--- config.mk ---
export PLATFORM = sky130hd
export DESIGN_NAME = cfx_flag_unit
export DESIGN_NICKNAME = d
export VERILOG_FILES = /design/src/rtl/cfx_pkg.sv /design/src/rtl/cfx_exec.sv /design/src/rtl/cfx_xer_reg.sv /design/src/rtl/cfx_cr_file.sv /design/src/rtl/cfx_flag_unit.sv
export SDC_FILE = /design/constraint.sdc
export NUM_CORES = 1
export LEC_CHECK = 0
export BUFFER_PORTS_ARGS = -buffer_cell sky130_fd_sc_hd__buf_2
export CORE_ASPECT_RATIO = 1.1
export CORE_MARGIN = 5
export CORE_UTILIZATION = 45
export CTS_CLUSTER_DIAMETER = 100
export CTS_CLUSTER_SIZE = 25
export DETAILED_ROUTE_END_ITERATION = 10
export GPL_TIMING_DRIVEN = 0
export HOLD_SLACK_MARGIN = 0.12
export PLACE_DENSITY = 0.67
export SETUP_SLACK_MARGIN = 0.5
export SYNTH_ARGS = -nofsm -noshare
export SYNTH_HDL_FRONTEND = slang
export SYNTH_HIERARCHICAL = 1
export SYNTH_SLANG_ARGS = --single-unit
--- constraint.sdc ---
create_clock -name clk -period 11.14 [get_ports clk]
set_clock_uncertainty 0.15 [all_clocks]
set_input_delay 2.228 -clock clk [delete_from_list [all_inputs] [get_ports clk]]
set_output_delay 2.228 -clock clk [all_outputs]
set_load 0.01 [all_outputs]
--- src/rtl/cfx_pkg.sv ---
package cfx_pkg;

    localparam int XLEN    = 32;
    localparam int FIELD_W = 4;
    localparam int NFIELD  = XLEN / FIELD_W;
    localparam int FSEL_W  = $clog2(NFIELD);
    localparam int IMM_W   = 16;
    localparam int OP_W    = 3;
    localparam int SH_W    = $clog2(XLEN);
    localparam int BC_W    = 8;

    // exception register bit positions
    localparam int XER_SO = 0;
    localparam int XER_OV = 1;
    localparam int XER_CA = 2;

    // positions inside one condition field
    localparam int NIB_SO = 0;
    localparam int NIB_EQ = 1;
    localparam int NIB_GT = 2;
    localparam int NIB_LT = 3;

    typedef enum logic [OP_W-1:0] {
        OP_ADD  = 3'd0,
        OP_SUB  = 3'd1,
        OP_CMPS = 3'd2,
        OP_CMPU = 3'd3,
        OP_SHL  = 3'd4,
        OP_SHR  = 3'd5
    } op_e;

    typedef struct packed {
        logic [XLEN-1:0] res;
        logic            ca;
        logic            ov;
        logic            lt;
        logic            gt;
        logic            eq;
        logic            wr_res;
        logic            wr_ca;
        logic            wr_ov;
        logic            is_cmp;
    } exec_t;

    function automatic logic [XLEN-1:0] ext_imm(input logic [IMM_W-1:0] imm,
                                                input logic sext);
        ext_imm = {{(XLEN-IMM_W){sext & imm[IMM_W-1]}}, imm};
    endfunction

    function automatic logic add_ovf(input logic [XLEN-1:0] a,
                                     input logic [XLEN-1:0] b,
                                     input logic [XLEN-1:0] r);
        add_ovf = (a[XLEN-1] == b[XLEN-1]) && (r[XLEN-1] != a[XLEN-1]);
    endfunction

    function automatic logic sub_ovf(input logic [XLEN-1:0] a,
                                     input logic [XLEN-1:0] b,
                                     input logic [XLEN-1:0] r);
        sub_ovf = (a[XLEN-1] != b[XLEN-1]) && (r[XLEN-1] != a[XLEN-1]);
    endfunction

    function automatic logic [FIELD_W-1:0] make_nib(input logic lt, input logic gt,
                                                    input logic eq, input logic so);
        logic [FIELD_W-1:0] n;
        n         = '0;
        n[NIB_LT] = lt;
        n[NIB_GT] = gt;
        n[NIB_EQ] = eq;
        n[NIB_SO] = so;
        return n;
    endfunction

endpackage

--- src/rtl/cfx_exec.sv ---
module cfx_exec
    import cfx_pkg::*;
(
    input  op_e              op_i,
    input  logic [XLEN-1:0]  a_i,
    input  logic [XLEN-1:0]  b_i,
    input  logic [IMM_W-1:0] imm_i,
    input  logic             imm_sel_i,
    output exec_t            ex_o
);

    logic [XLEN-1:0] opnd;
    logic [XLEN:0]   add_w;
    logic [XLEN:0]   sub_w;
    logic [XLEN:0]   shl_w;
    logic [XLEN:0]   shr_w;
    logic [SH_W-1:0] sh_amt;

    assign opnd   = imm_sel_i ? ext_imm(imm_i, op_i != OP_CMPU) : b_i;
    assign sh_amt = opnd[SH_W-1:0];
    assign add_w  = {1'b0, a_i} + {1'b0, opnd};
    assign sub_w  = {1'b0, a_i} + {1'b0, ~opnd} + (XLEN+1)'(1);
    // bit XLEN of the left shift and bit 0 of the right shift are the last bits out
    assign shl_w  = {1'b0, a_i} << sh_amt;
    assign shr_w  = {a_i, 1'b0} >> sh_amt;

    always_comb begin
        ex_o = '0;
        unique case (op_i)
            OP_ADD: begin
                ex_o.res    = add_w[XLEN-1:0];
                ex_o.ca     = add_w[XLEN];
                ex_o.ov     = add_ovf(a_i, opnd, add_w[XLEN-1:0]);
                ex_o.wr_res = 1'b1;
                ex_o.wr_ca  = 1'b1;
                ex_o.wr_ov  = 1'b1;
            end
            OP_SUB: begin
                ex_o.res    = sub_w[XLEN-1:0];
                ex_o.ca     = sub_w[XLEN];
                ex_o.ov     = sub_ovf(a_i, opnd, sub_w[XLEN-1:0]);
                ex_o.wr_res = 1'b1;
                ex_o.wr_ca  = 1'b1;
                ex_o.wr_ov  = 1'b1;
            end
            OP_SHL: begin
                ex_o.res    = shl_w[XLEN-1:0];
                ex_o.ca     = shl_w[XLEN];
                ex_o.wr_res = 1'b1;
                ex_o.wr_ca  = 1'b1;
            end
            OP_SHR: begin
                ex_o.res    = shr_w[XLEN:1];
                ex_o.ca     = shr_w[0];
                ex_o.wr_res = 1'b1;
                ex_o.wr_ca  = 1'b1;
            end
            OP_CMPS: begin
                ex_o.is_cmp = 1'b1;
                ex_o.lt     = $signed(a_i) < $signed(opnd);
                ex_o.gt     = $signed(a_i) > $signed(opnd);
                ex_o.eq     = a_i == opnd;
            end
            OP_CMPU: begin
                ex_o.is_cmp = 1'b1;
                ex_o.lt     = a_i < opnd;
                ex_o.gt     = a_i > opnd;
                ex_o.eq     = a_i == opnd;
            end
            default: ex_o = '0;
        endcase
        if (!ex_o.is_cmp) begin
            ex_o.lt = ex_o.res[XLEN-1];
            ex_o.gt = !ex_o.res[XLEN-1] && (ex_o.res != '0);
            ex_o.eq = ex_o.res == '0;
        end
    end

endmodule

--- src/rtl/cfx_xer_reg.sv ---
module cfx_xer_reg
    import cfx_pkg::*;
(
    input  logic            clk,
    input  logic            rst,
    input  logic            wr_en_i,
    input  logic [XLEN-1:0] wr_data_i,
    input  logic            upd_ca_i,
    input  logic            ca_i,
    input  logic            upd_ov_i,
    input  logic            ov_i,
    output logic            so_next_o,
    output logic [XLEN-1:0] xer_o
);

    logic [XLEN-1:0] xer_q;

    // summary overflow as seen by a field written in this same cycle
    assign so_next_o = xer_q[XER_SO] | (upd_ov_i & ov_i);

    always_ff @(posedge clk) begin
        if (rst) begin
            xer_q <= '0;
        end else if (wr_en_i) begin
            xer_q <= wr_data_i;
        end else begin
            if (upd_ov_i) begin
                xer_q[XER_OV] <= ov_i;
                xer_q[XER_SO] <= xer_q[XER_SO] | ov_i;
            end
            if (upd_ca_i) begin
                xer_q[XER_CA] <= ca_i;
            end
        end
    end

    assign xer_o = xer_q;

endmodule

--- src/rtl/cfx_cr_file.sv ---
module cfx_cr_file
    import cfx_pkg::*;
(
    input  logic               clk,
    input  logic               rst,
    input  logic               wr_en_i,
    input  logic [XLEN-1:0]    wr_data_i,
    input  logic               upd_en_i,
    input  logic [FSEL_W-1:0]  upd_idx_i,
    input  logic [FIELD_W-1:0] upd_nib_i,
    output logic [XLEN-1:0]    cr_o
);

    for (genvar k = 0; k < NFIELD; k++) begin : g_field
        logic [FIELD_W-1:0] fld_q;

        always_ff @(posedge clk) begin
            if (rst) begin
                fld_q <= '0;
            end else if (wr_en_i) begin
                fld_q <= wr_data_i[k*FIELD_W +: FIELD_W];
            end else if (upd_en_i && (upd_idx_i == FSEL_W'(k))) begin
                fld_q <= upd_nib_i;
            end
        end

        assign cr_o[k*FIELD_W +: FIELD_W] = fld_q;
    end

endmodule

--- src/rtl/cfx_flag_unit.sv ---
module cfx_flag_unit
    import cfx_pkg::*;
(
    input  logic        clk,
    input  logic        rst,
    input  logic        op_valid_i,
    input  logic [2:0]  op_i,
    input  logic [31:0] opa_i,
    input  logic [31:0] opb_i,
    input  logic [15:0] imm_i,
    input  logic        imm_sel_i,
    input  logic        record_i,
    input  logic [2:0]  fsel_i,
    input  logic        cr_we_i,
    input  logic [31:0] cr_wdata_i,
    input  logic        xer_we_i,
    input  logic [31:0] xer_wdata_i,
    output logic [31:0] result_o,
    output logic [31:0] cr_o,
    output logic [31:0] xer_o
);

    exec_t              ex;
    logic               so_next;
    logic               cr_upd;
    logic [FSEL_W-1:0]  cr_idx;
    logic [FIELD_W-1:0] cr_nib;
    logic [XLEN-1:0]    result_q;

    cfx_exec u_exec (
        .op_i      (op_e'(op_i)),
        .a_i       (opa_i),
        .b_i       (opb_i),
        .imm_i     (imm_i),
        .imm_sel_i (imm_sel_i),
        .ex_o      (ex)
    );

    cfx_xer_reg u_xer (
        .clk       (clk),
        .rst       (rst),
        .wr_en_i   (xer_we_i),
        .wr_data_i (xer_wdata_i),
        .upd_ca_i  (op_valid_i & ex.wr_ca),
        .ca_i      (ex.ca),
        .upd_ov_i  (op_valid_i & ex.wr_ov),
        .ov_i      (ex.ov),
        .so_next_o (so_next),
        .xer_o     (xer_o)
    );

    // compares always write their field; arithmetic and shifts only when recorded
    assign cr_upd = op_valid_i & (ex.is_cmp | (record_i & ex.wr_res));
    assign cr_idx = ex.is_cmp ? fsel_i : '0;
    assign cr_nib = make_nib(ex.lt, ex.gt, ex.eq, so_next);

    cfx_cr_file u_cr (
        .clk       (clk),
        .rst       (rst),
        .wr_en_i   (cr_we_i),
        .wr_data_i (cr_wdata_i),
        .upd_en_i  (cr_upd),
        .upd_idx_i (cr_idx),
        .upd_nib_i (cr_nib),
        .cr_o      (cr_o)
    );

    always_ff @(posedge clk) begin
        if (rst) begin
            result_q <= '0;
        end else if (op_valid_i && ex.wr_res) begin
            result_q <= ex.res;
        end
    end

    assign result_o = result_q;

endmodule

# ---- Word level (Yosys, flattened, before mapping)
# Cells that the tools add are included.
dict set report totals {
  inputBits 157
  elab_cells 107
  ff_bits 96
}
dict set report classes {
  n_eq_ne 18
  order_cmp 4
  addsub 3
  n_mux 28
  n_shift 2
  bitwise_logic 10
  reduce_logical 30
}
# operator n
set op_table {}
lappend op_table {{$pmux W33 S4} 1}
lappend op_table {{$add A32 B32 Y33} 2}
lappend op_table {{$gt A32 B32 Y1} 2}
lappend op_table {{$lt A32 B32 Y1} 2}
lappend op_table {{$mux W4} 16}
lappend op_table {{$add A33 B1 Y33 const B} 1}
lappend op_table {{$shl A32 B5 Y33} 1}
lappend op_table {{$shr A33 B5 Y33} 1}
lappend op_table {{$eq A32 B32 Y1} 1}
lappend op_table {{$logic_not A32 Y1} 1}
lappend op_table {{$mux W32} 1}
lappend op_table {{$not A32 Y32} 1}
lappend op_table {{$reduce_bool A32 Y1} 1}
lappend op_table {{$reduce_bool A2 Y1} 10}
lappend op_table {{$eq A3 B3 Y1 const B} 6}
lappend op_table {{$eq A3 B2 Y1 const B} 4}
lappend op_table {{$logic_and A1 B1 Y1} 12}
lappend op_table {{$mux W3} 3}
lappend op_table {{$and A1 B1 Y1} 6}
lappend op_table {{$eq A3 B1 Y1 const B} 2}
lappend op_table {{$logic_not A3 Y1} 2}
lappend op_table {{$pmux W3 S2} 1}
lappend op_table {{$mux W2} 2}
lappend op_table {{$reduce_or A2 Y1} 2}
lappend op_table {{8 further kinds} 14}

# ---- Logic depth before layout (Yosys ltp)
dict set report depth {
  depth_word 13
  ltp_mapped 25
  mapped_depth_nobuf 22
}

# ---- Modules after synthesis
# Netlist, hierarchy kept.
# mod area_per_inst_um2 instances cells_per_inst
set modules_own_cells {}
lappend modules_own_cells {cfx_exec 8675.8 1 1278}
lappend modules_own_cells {cfx_cr_file 1579.0 1 175}
lappend modules_own_cells {cfx_flag_unit 1516.5 1 152}
lappend modules_own_cells {cfx_xer_reg 1211.2 1 108}

# ---- Least setup slack after synthesis
# OpenSTA, ideal clock, no wires.
dict set report synth_timing {
  path_kind {input port to flip-flop}
  start {input port imm_sel_i}
  end {register u_cr.g_field[0].fld_q[2]}
  slack_ps 4079
  setup_ps 122
  t_arrival_ps 6789
  n_path_buf 6
  path_stages 22
  required_ps 10868
  cell_sequence {buf_6 -> mux2i_1 -> clkbuf_1 -> clkbuf_1 -> buf_1 -> ha_1 -> buf_2 -> nor2_1 -> o211ai_1 -> a2111oi_2 -> nor4_1 -> o31a_1 -> or2_0 -> a211oi_2 -> nand4_1 -> a2111oi_0 -> and4_1 -> nor2_1 -> nand2b_1 -> buf_6 -> o211ai_1 -> o311a_1}
}
# item line
set synth_rtl {}
lappend synth_rtl {{start, declared} cfx_flag_unit.sv:11} ;# input logic imm_sel_i,
lappend synth_rtl {{end signal, assigned} cfx_cr_file.sv:21} ;# fld_q <= wr_data_i[k*FIELD_W +: FIELD_W];
lappend synth_rtl {{end signal, assigned} cfx_cr_file.sv:23} ;# fld_q <= upd_nib_i;
lappend synth_rtl {{end, declared} cfx_cr_file.sv:15} ;# logic [FIELD_W-1:0] fld_q;

==> results.yml <==
clocking:
  cts-root-buf: "clkbuf_16"
  postCtsHoldBufs: 0
  cts_tree: "built"
  h-tree-depth: 3
  clk_latency_ps: 350
  cts.sinks: 96
  cts_resized: 0
  path_clk_slew_ps: 70
  numCtsBuffers: 9
  cts_max_path_buffers: 2
  cts_setup_buffers: 0
yosys:
  synth_cell_types: 105
  synth_seq_cells: 96
  synth_edf_count: 0
  synth_cells: 1713
  avgSynthCellArea_um2: 7.58
  yosysSeqAreaShare: 0.148
  synth_nets: 1938
  ys_warn_count: 6
  synth_top_flop_cell: "dfxtp_1"
  syn_area_mm2: 0.0130
  synth-async-reset-ratio: 0
setup_path:
  cp.required_ps: 11280
  rr_startpoint: "u_xer/xer_o[0]$_SDFFE_PP0P_"
  cp_max_fo: 10
  crit_path_max_incr_delay_ps: 710
  critPathCaptureType: "flip-flop"
  cp_cell_sequence: "buf_6, mux2i_1, clkbuf_1, clkbuf_1, buf_1, ha_1, buf_2, nor2_1, a221oi_1, a21oi_1, nor3_1, o2bb2ai_1, xnor2_1, o221ai_1, or4_1, nor4_2, nand4_1, nor3_2, nand2b_1, buf_6, o211ai_1, o311a_1"
  cpMaxStageDelayCell: "mux2i_1"
  startpoint_type: "input port"
  crit_type: "in -> reg"
  setup.worst_path.start: "imm_sel_i"
  cp_top_family: "buffers and inverters"
  cp.arrival_ps: 9110
  crit_buf_inv: 6
cells_and_area:
  nets: 2197
  final_common_cell: "buf_2"
  drive_above_1_share: 0.220
  syn_to_final_growth_pct: 15.5
  antenna_cells: 0
  mostFrequentLayoutCells: "282 x buf_2, 173 x nor2_1, 137 x nand2_1, 116 x a21oi_1, 107 x mux2i_1"
detailed_routing:
  drt_iter0_drc: 2146
  wl_per_cell_um: 27.6
  routed_via_density: 6.75
  drc: 0
  num_vias: 15827
  ant_nets: 0
  drt_wl_total_mm: 64.6
  firstDrtPassIters: 6
global_routing:
  overflow: 0
  grt_start_max_net_pins: 20
  grt_pass1_wl_mm: 94.8
  antenna_found_initial: 0
  grt.total_usage: 0.380
  grt_pass1_vias: 15031
timing:
  fin_crit_ps: 8970
  finalCritPeriodShare: 0.805
  setup_viol: 0
  fin_setup_tns_ps: 0
  slew_headroom: -0.0374
  whs_ps: 345
  tightestPinTransition_ps: 1520
  hold_violations: 0
  clock.fmax_ghz: 0.112
  rsz0062_at_grt: "false"
  drv_slew: 3
placement:
  gp_congestion: 1.10
  port_buffers: 248
  dpl.hpwl_mm: 51.8
floorplanning:
  die_y_um: 188
  fp-row-count: 65
  die_w_um: 172
  ioPinCount: 253
  die_area_mm2: 0.0324
  start_util: 0.455
  core_mm2: 0.0285
power_and_ir_drop:
  p_per_area_mw_per_mm2: 102
  peakVddDrop_mv: 0.0724
  p_leak_nw: 6.62
worst_hold_path:
  hold_path_class: "reg -> reg"
  hold_start: "u_xer/xer_o[21]$_SDFFE_PP0P_"
job:
  maxCapViolCount: 1
status:
  violations: "capacitance limit, slew limit"
  status: "complete, but fails checks"
## metrics by stage
step	util	total power, mW	setup slack, ps	cells	area [µm²]
floorplan	-	0.900	4080	1713	13000
global placement	0.514	1.19	2120	2329	14700
detailed placement	0.515	1.19	2190	2329	14700
CTS	0.525	1.50	2530	2345	15000
global route	0.525	1.60	1920	2345	15000
finish	0.525	1.53	2170	2345	15000
## Yosys cell counts (all sizes together) (12+ instances only)
| cell | n | share of area |
|---|---|---|
| nor3 | 45 | 0.018 |
| nand4 | 21 | 0.010 |
| a22oi | 17 | 0.0098 |
| ha | 66 | 0.064 |
| inv | 85 | 0.025 |
| clkbuf | 56 | 0.016 |
| a21o | 28 | 0.016 |
| o21ai | 63 | 0.024 |
| a211oi | 28 | 0.017 |
| mux4 | 18 | 0.031 |
| o31ai | 21 | 0.013 |
| and2 | 17 | 0.0082 |
| nand3 | 67 | 0.026 |
| nor2b | 21 | 0.010 |
| nand2 | 137 | 0.040 |
| a22o | 19 | 0.013 |
| a21oi | 136 | 0.058 |
| a221oi | 26 | 0.019 |
| o211ai | 43 | 0.025 |
| a21bo | 33 | 0.025 |
| o21a | 12 | 0.0069 |
| a31oi | 23 | 0.011 |
| dfxtp | 96 | 0.15 |
| nor4 | 13 | 0.0067 |
| buf | 80 | 0.045 |
| o311a | 17 | 0.013 |
| xnor2 | 29 | 0.020 |
| nor2 | 176 | 0.052 |
| mux2i | 113 | 0.091 |
## final timing paths
| path | end | slack, ps | cells after the start |
|---|---|---|---|
| max | u_cr/g_field[2].fld_q[1]$_SDFFE_PP0P_ | 2170 | 22 |
| min | u_xer/xer_o[21]$_SDFFE_PP0P_ | 340 | 2 |
| max reg2reg | u_cr/g_field[4].fld_q[0]$_SDFFE_PP0P_ | 9930 | 5 |
| min reg2reg | u_xer/xer_o[21]$_SDFFE_PP0P_ | 340 | 2 |
## final cells by class
class	count	area (µm²)
well taps	368	460
clock inverters	7	75.1
inverters	87	329
plain buffers	136	793
clock buffers	9	225
fillers	2872	13600
multi-input cells	1394	9940
repair buffers	248	1240
flip-flops and latches	96	1920
## worst reg2reg max path: cells and delay by family (launching register included)
family	cells	cell delay, ps
and+or+nand+nor	1	80
AOI/OAI and AO/OA	3	410
buffers and inverters	1	140
DFF	1	330
## registers in the layout (all words and copies together) (netlist names)
name	flops
result_o	32
u_xer/xer_o	32
u_cr/g_field.fld_q	32
## power breakdown
group / switching (mW) / leakage (nW) / total, mW / internal, mW
Clock: 0.151 / 0.144 / 0.310 / 0.159
Combinational: 0.560 / 5.69 / 0.849 / 0.290
Sequential: 0.0109 / 0.789 / 0.375 / 0.364
## routing by layer
| metal | global-route usage | routed length [µm] | vias up |
|---|---|---|---|
| met1 | 0.498 | 25100 | 7501 |
| met3 | 0.0782 | 6570 | 244 |
| li1 | - | - | 6989 |
| met2 | 0.592 | 28600 | 1093 |
| met5 | 0 | 0 | - |
| met4 | 0.187 | 4280 | 0 |
## cell families after synthesis
kind of cell | after synthesis | synth area share
AO/OA/AOI/OAI | 593 | 0.340
AND/OR/NAND/NOR | 563 | 0.208
buffers and inverters | 223 | 0.0864
multiplexers | 140 | 0.130
flip-flops | 96 | 0.148
adder cells (fa/ha/maj) | 68 | 0.0667
XOR/XNOR | 30 | 0.0202
Power figures use the tool's default switching activity.
